<file path="src/rtl/tag_cmp_pkg.sv">
package tag_cmp_pkg;
   typedef enum logic [1:0] {
      CMD_IDLE  = 2'd0,
      CMD_READ  = 2'd1,
      CMD_WRITE = 2'd2,
      CMD_CMP   = 2'd3
   } cmd_e;
endpackage

</file>
<file path="src/rtl/tag_cmp_in_stage.sv">
module tag_cmp_in_stage
   import tag_cmp_pkg::*;
#(
   parameter int ADDR_W = 8,
   parameter int DATA_W = 18
) (
   input  logic              clk,
   input  logic              rst,
   input  logic [ADDR_W-1:0] addr_i,
   input  logic              sel_n_i,
   input  logic              sel_i,
   input  logic              wr_i,
   input  logic              cmp_i,
   input  logic              load_i,
   input  logic [DATA_W-1:0] wdata_i,
   output cmd_e              cmd_q,
   output logic [ADDR_W-1:0] addr_q,
   output logic [DATA_W-1:0] word_q
);
   logic picked;
   cmd_e cmd_d;

   assign picked = !sel_n_i && sel_i;

   always_comb begin
      if (!picked)    cmd_d = CMD_IDLE;
      else if (wr_i)  cmd_d = CMD_WRITE;
      else if (cmp_i) cmd_d = CMD_CMP;
      else            cmd_d = CMD_READ;
   end

   always_ff @(posedge clk) begin
      if (rst) begin
         cmd_q  <= CMD_IDLE;
         addr_q <= '0;
         word_q <= '0;
      end else begin
         cmd_q  <= cmd_d;
         addr_q <= addr_i;
         if (load_i) word_q <= wdata_i;
      end
   end

   AST_WORD_HOLDS: assert property (@(posedge clk) disable iff (rst)
      (!$past(rst) && !$past(load_i)) |-> $stable(word_q));
endmodule

</file>
<file path="src/rtl/tag_cmp_array.sv">
module tag_cmp_array #(
   parameter int ADDR_W = 8,
   parameter int DATA_W = 18
) (
   input  logic              clk,
   input  logic              rst,
   input  logic              wen,
   input  logic [ADDR_W-1:0] waddr,
   input  logic [DATA_W-1:0] wdata,
   input  logic [ADDR_W-1:0] raddr,
   output logic [DATA_W-1:0] rdata
);
   localparam int DEPTH = 1 << ADDR_W;

   logic [DATA_W-1:0] cells [DEPTH];

   always_ff @(posedge clk) begin
      if (wen) cells[waddr] <= wdata;
   end

   assign rdata = cells[raddr];

   AST_WRITE_LANDS: assert property (@(posedge clk) disable iff (rst)
      wen |=> (cells[$past(waddr)] == $past(wdata)));
endmodule

</file>
<file path="src/rtl/tag_cmp_out_stage.sv">
module tag_cmp_out_stage
   import tag_cmp_pkg::*;
#(
   parameter int DATA_W = 18
) (
   input  logic              clk,
   input  logic              rst,
   input  cmd_e              cmd_q,
   input  logic [DATA_W-1:0] stored,
   input  logic [DATA_W-1:0] ref_word,
   input  logic              oe_i,
   input  logic              moe_i,
   output logic [DATA_W-1:0] rdata_o,
   output logic              rvalid_o,
   output logic              match_o
);
   logic [DATA_W-1:0] bit_eq;
   logic              same;
   logic [DATA_W-1:0] data_r;
   logic              vld_r;
   logic              hit_r;

   for (genvar b = 0; b < DATA_W; b++) begin : g_eq
      assign bit_eq[b] = stored[b] ~^ ref_word[b];
   end
   assign same = &bit_eq;

   always_ff @(posedge clk) begin
      if (rst) begin
         data_r <= '0;
         vld_r  <= 1'b0;
         hit_r  <= 1'b0;
      end else begin
         vld_r <= (cmd_q == CMD_READ);
         hit_r <= (cmd_q == CMD_CMP) && same;
         if (cmd_q == CMD_READ) data_r <= stored;
      end
   end

   assign rvalid_o = oe_i && vld_r;
   assign rdata_o  = rvalid_o ? data_r : '0;
   assign match_o  = moe_i && hit_r;

   AST_DATA_NEEDS_VALID: assert property (@(posedge clk) disable iff (rst)
      (rdata_o != '0) |-> rvalid_o);
endmodule

</file>
<file path="src/rtl/tag_cmp_ram.sv">
module tag_cmp_ram
   import tag_cmp_pkg::*;
#(
   parameter int ADDR_W = 8,
   parameter int DATA_W = 18
) (
   input  logic              clk,
   input  logic              rst,
   input  logic [ADDR_W-1:0] addr_i,
   input  logic              sel_n_i,
   input  logic              sel_i,
   input  logic              wr_i,
   input  logic              cmp_i,
   input  logic              load_i,
   input  logic [DATA_W-1:0] wdata_i,
   input  logic              oe_i,
   input  logic              moe_i,
   output logic [DATA_W-1:0] rdata_o,
   output logic              rvalid_o,
   output logic              match_o
);
   if (ADDR_W < 1 || ADDR_W > 16) begin : g_bad_addr
      $error("tag_cmp_ram: ADDR_W must lie in 1..16");
   end
   if (DATA_W < 1) begin : g_bad_data
      $error("tag_cmp_ram: DATA_W must be positive");
   end

   cmd_e              cmd_q;
   logic [ADDR_W-1:0] addr_q;
   logic [DATA_W-1:0] word_q;
   logic [DATA_W-1:0] stored;

   tag_cmp_in_stage #(.ADDR_W(ADDR_W), .DATA_W(DATA_W)) u_in (
      .clk(clk), .rst(rst), .addr_i(addr_i), .sel_n_i(sel_n_i), .sel_i(sel_i),
      .wr_i(wr_i), .cmp_i(cmp_i), .load_i(load_i), .wdata_i(wdata_i),
      .cmd_q(cmd_q), .addr_q(addr_q), .word_q(word_q)
   );

   tag_cmp_array #(.ADDR_W(ADDR_W), .DATA_W(DATA_W)) u_mem (
      .clk(clk), .rst(rst), .wen(cmd_q == CMD_WRITE), .waddr(addr_q),
      .wdata(word_q), .raddr(addr_q), .rdata(stored)
   );

   tag_cmp_out_stage #(.DATA_W(DATA_W)) u_out (
      .clk(clk), .rst(rst), .cmd_q(cmd_q), .stored(stored), .ref_word(word_q),
      .oe_i(oe_i), .moe_i(moe_i), .rdata_o(rdata_o), .rvalid_o(rvalid_o),
      .match_o(match_o)
   );

   AST_VALID_FROM_READ: assert property (@(posedge clk) disable iff (rst)
      rvalid_o |-> $past(!sel_n_i && sel_i && !wr_i && !cmp_i, 2));
   AST_MATCH_FROM_CMP: assert property (@(posedge clk) disable iff (rst)
      match_o |-> $past(!sel_n_i && sel_i && !wr_i && cmp_i, 2));
   AST_UNSEL_QUIET: assert property (@(posedge clk) disable iff (rst)
      $past(sel_n_i || !sel_i, 2) |-> (!rvalid_o && !match_o));
endmodule

</file>
<file path="config.mk">
export PLATFORM = sky130hd
export DESIGN_NAME = tag_cmp_ram
export DESIGN_NICKNAME = d
export VERILOG_FILES = /design/src/rtl/tag_cmp_pkg.sv /design/src/rtl/tag_cmp_in_stage.sv /design/src/rtl/tag_cmp_array.sv /design/src/rtl/tag_cmp_out_stage.sv /design/src/rtl/tag_cmp_ram.sv
export SDC_FILE = /design/constraint.sdc
export NUM_CORES = 2
export LEC_CHECK = 0
export BUFFER_PORTS_ARGS = -buffer_cell sky130_fd_sc_hd__clkbuf_2
export CAP_MARGIN = 20
export CORE_MARGIN = 4
export CORE_UTILIZATION = 30
export DETAILED_ROUTE_END_ITERATION = 12
export GPL_ROUTABILITY_DRIVEN = 0
export PLACE_DENSITY = 0.51
export SETUP_SLACK_MARGIN = 0.15
export SLEW_MARGIN = 30
export SYNTH_ARGS = -nofsm -noshare
export SYNTH_HDL_FRONTEND = slang
export SYNTH_MEMORY_MAX_BITS = 65536
export SYNTH_SLANG_ARGS = --single-unit
</file>
<file path="constraint.sdc">
create_clock -name clk -period 6 [get_ports clk]
set_input_delay 0.9 -clock clk [delete_from_list [all_inputs] [get_ports clk]]
set_output_delay 0.9 -clock clk [all_outputs]
set_load 0.005 [all_outputs]
</file>
==> run summary <==
Sequential Power Share: 0.523
Final WL: 597000 microns
TritonCTS buffer count: 477
Multi-input gate area: 38000 sq um
Clock Skew: 83.9 ps
WHS: 121 ps
Final HPWL DP: 373000 microns
Initial antenna violation count: 33
DRC violations left: 0
Routed via count divided by cell count: 5.43
Die area: 609000 sq um
HP Class: in2reg
Startpoint types: flip-flop
Fmax achieved: 0.181 GHz
Syn_nets: 8333
Clk pwr share: 0.425
Fin. Hold Viols: 0
Area growth from synthesis to layout: 16.7%
Fin area: 209000 sq um
1st-iter DRT viols: 13900
Register bit total from synthesis: 4656
Cells after Synth: 8298
Clock buffer depth: 4
Count leader, synth: edfxtp_1
Post-route ant nets: 0
Syn_area_per_cell: 21.6 sq um
Layout Utilization: 0.352
Top cells by count, synth: edfxtp_1 (4608), mux4_2 (996), mux2i_1 (441)
Height of the chip: 781 microns
Tot GR Track Use: 0.189
Worst Path Required: 6980 ps
CTS tree: built
Seq/Total Area, Yosys: 0.778
Slew HR: 0.228
Area after DPL: 193000 sq um
Mapped Area: 179000 sq um
Max Cap Viol: 0
Leading area contributor after synthesis: edfxtp_1
Nets: 9047
Asr flop ratio synth: 0
Pins Over Slew Limit: 0
Worst Path Arrival: 6500 ps
CTS H-tree depth: 5
Final setup vio count: 0
Initial Util: 0.301
Synth top area share: 0.773
Via Count: 93700
Most used DFF post-synth: edfxtp_1
Fillers: 54600
Worst vdd ir: 289 uV
Top post-synthesis cells by area: edfxtp_1 (77%), mux4_2 (13%), mux2i_1 (2.5%), a22oi_1 (1.3%), nor2_1 (0.74%)
Kind of end point of the critical path: flip-flop
Fin crit share: 0.920
CTS clk-pin slew, worst paths: 70 ps
Clk sink count: 4656
Result of the run: finished, final reports clean
Drt wl/cell: 34.6 microns
Comb pwr share: 0.052
Seq. cell area: 139000 sq um
Core ar.: 595000 sq um
Worst-margin pin slew: 1160 ps
Port buffer count: 54
Warnings, synthesis: 0
Largest net degree at the start of global routing: 193
Unrepaired setup endpoints after global routing: false
Leakage power: 67.3 nW
Switching part of the total: 0.222
Internal power: 53.5 mW
# rows: 283
# IOs: 55
Switching power: 15.3 mW
Share of layout cells above drive strength 1: 0.292
Period minus WS final: 5520 ps
Clock latency on the worst-skew pair: 1060 ps
TNS Setup: 0 ps
First-pass GRT wire length: 805000 microns
Clock Tree Root: clkbuf_16
Die width: 781 microns
Number of synthesized flops with an enable pin: 4608
Crit path kind: reg2reg
Netlist cell types: 80
Grt total ovfl: 0
First drt pass iteration count: 6
Power Density: 329 nW/um^2
Crit-path max FO: 38
Vias in the first global route: 92000
-- worst paths after layout --
check	to	from	depth (start not counted)	slack [ps]
max	u_out.hit_r$_SDFF_PP0_	u_in.addr_q[0]$_SDFF_PP0_	12	480
min reg2reg	u_out.data_r[10]$_SDFFE_PP0P_	u_out.data_r[10]$_SDFFE_PP0P_	2	460
min	u_in.cmd_q[1]$_SDFF_PP0_	cmp_i	3	120
max reg2reg	u_out.hit_r$_SDFF_PP0_	u_in.addr_q[0]$_SDFF_PP0_	12	480
-- registers in the layout, indices dropped and copies added, names as in the netlist --
name          count
u_out.vld_r       1
u_out.hit_r       1
u_in.cmd_q        2
u_in.word_q      18
u_in.addr_q       8
u_mem.cells    4608
u_out.data_r     18
-- cells by family after synthesis --
family / count (synthesis) / share of synthesized area
mux: 1459 / 0.152
simple gates: 869 / 0.0225
buf+inv: 512 / 0.0154
flops: 4656 / 0.778
compound gates: 787 / 0.0312
xor+xnor: 15 / 0.000734
-- timing repair --
action                    in CTS  in global routing
resized for setup              0                  0
buffers inserted               0                  0
hold endpoints to repair       2                  0
hold buffers                   2                  0
-- layout make-up --
class	count	share of cell area
Clock buffer	603	0.0601
Antenna cell	26	0.000311
Clock inverter	280	0.0132
Multi-Input combinational cell	3130	0.182
Timing Repair Buffer	737	0.0302
Sequential cell	4656	0.667
Tap cell	7837	0.0469
Inverter	10	0.000227
-- power by group through the flow --
| stage | Sequential (mW) | Clock (mW) | Combinational, mW |
|---|---|---|---|
| 3_3_place_gp | 36.7 | 0 | 3.47 |
| 4_1_cts | 36.0 | 29.8 | 3.53 |
| 3_5_place_dp | 36.7 | 0 | 3.53 |
| 6_report | 36.0 | 29.3 | 3.58 |
| 5_1_grt | 36.0 | 31.1 | 3.68 |
| 2_1_floorplan | 36.9 | 0 | 1.64 |
-- through the flow --
step           instances  setup slack [ps]  power (mW)
2_1_floorplan       8298              1190        38.5
3_3_place_gp       16400               537        40.1
3_5_place_dp       16400               664        40.2
4_1_cts            17200               620        69.3
5_1_grt            17300               470        70.7
6_report           17300               478        68.8
-- layer usage --
layer | global-route usage | vias to the layer above | share of wire
met3 | 0.0496 | 942 | 0.10
li1 | - | 36500 | -
met2 | 0.291 | 5064 | 0.45
met4 | 0.0639 | 18 | 0.039
met1 | 0.261 | 51200 | 0.40
met5 | 0 | - | 0.00019
-- layout by cell type (no fill, tap or decap), drive strengths merged, types with 29 or more instances in the layout --
cell type | synthesis | routed
nand3 | 87 | 87
o22ai | 43 | 43
clkbuf | 182 | 656
nor2 | 357 | 357
nor4 | 31 | 31
nand2 | 198 | 198
o21ai | 48 | 48
bufinv | 0 | 42
mux4 | 1006 | 1006
and3 | 29 | 29
dfxtp | 48 | 48
a22oi | 319 | 319
a21oi | 141 | 141
edfxtp | 4608 | 4608
nor3 | 35 | 35
clkinv | 2 | 225
nand4 | 31 | 31
buf | 320 | 682
a221oi | 51 | 51
mux2i | 441 | 441
-- critical path, cell delays in order, from the launching register on --
cell       delay (ps)
dfxtp_4           900
buf_12            330
buf_12            330
mux4_2            590
mux4_2            610
a221o_1           400
a21oi_1           610
o31a_1            480
or3_1             190
o211ai_1          140
a211oi_2          280
o2111ai_1         140
and4bb_1          300
Note: power is estimated with default switching activity, not from simulation.
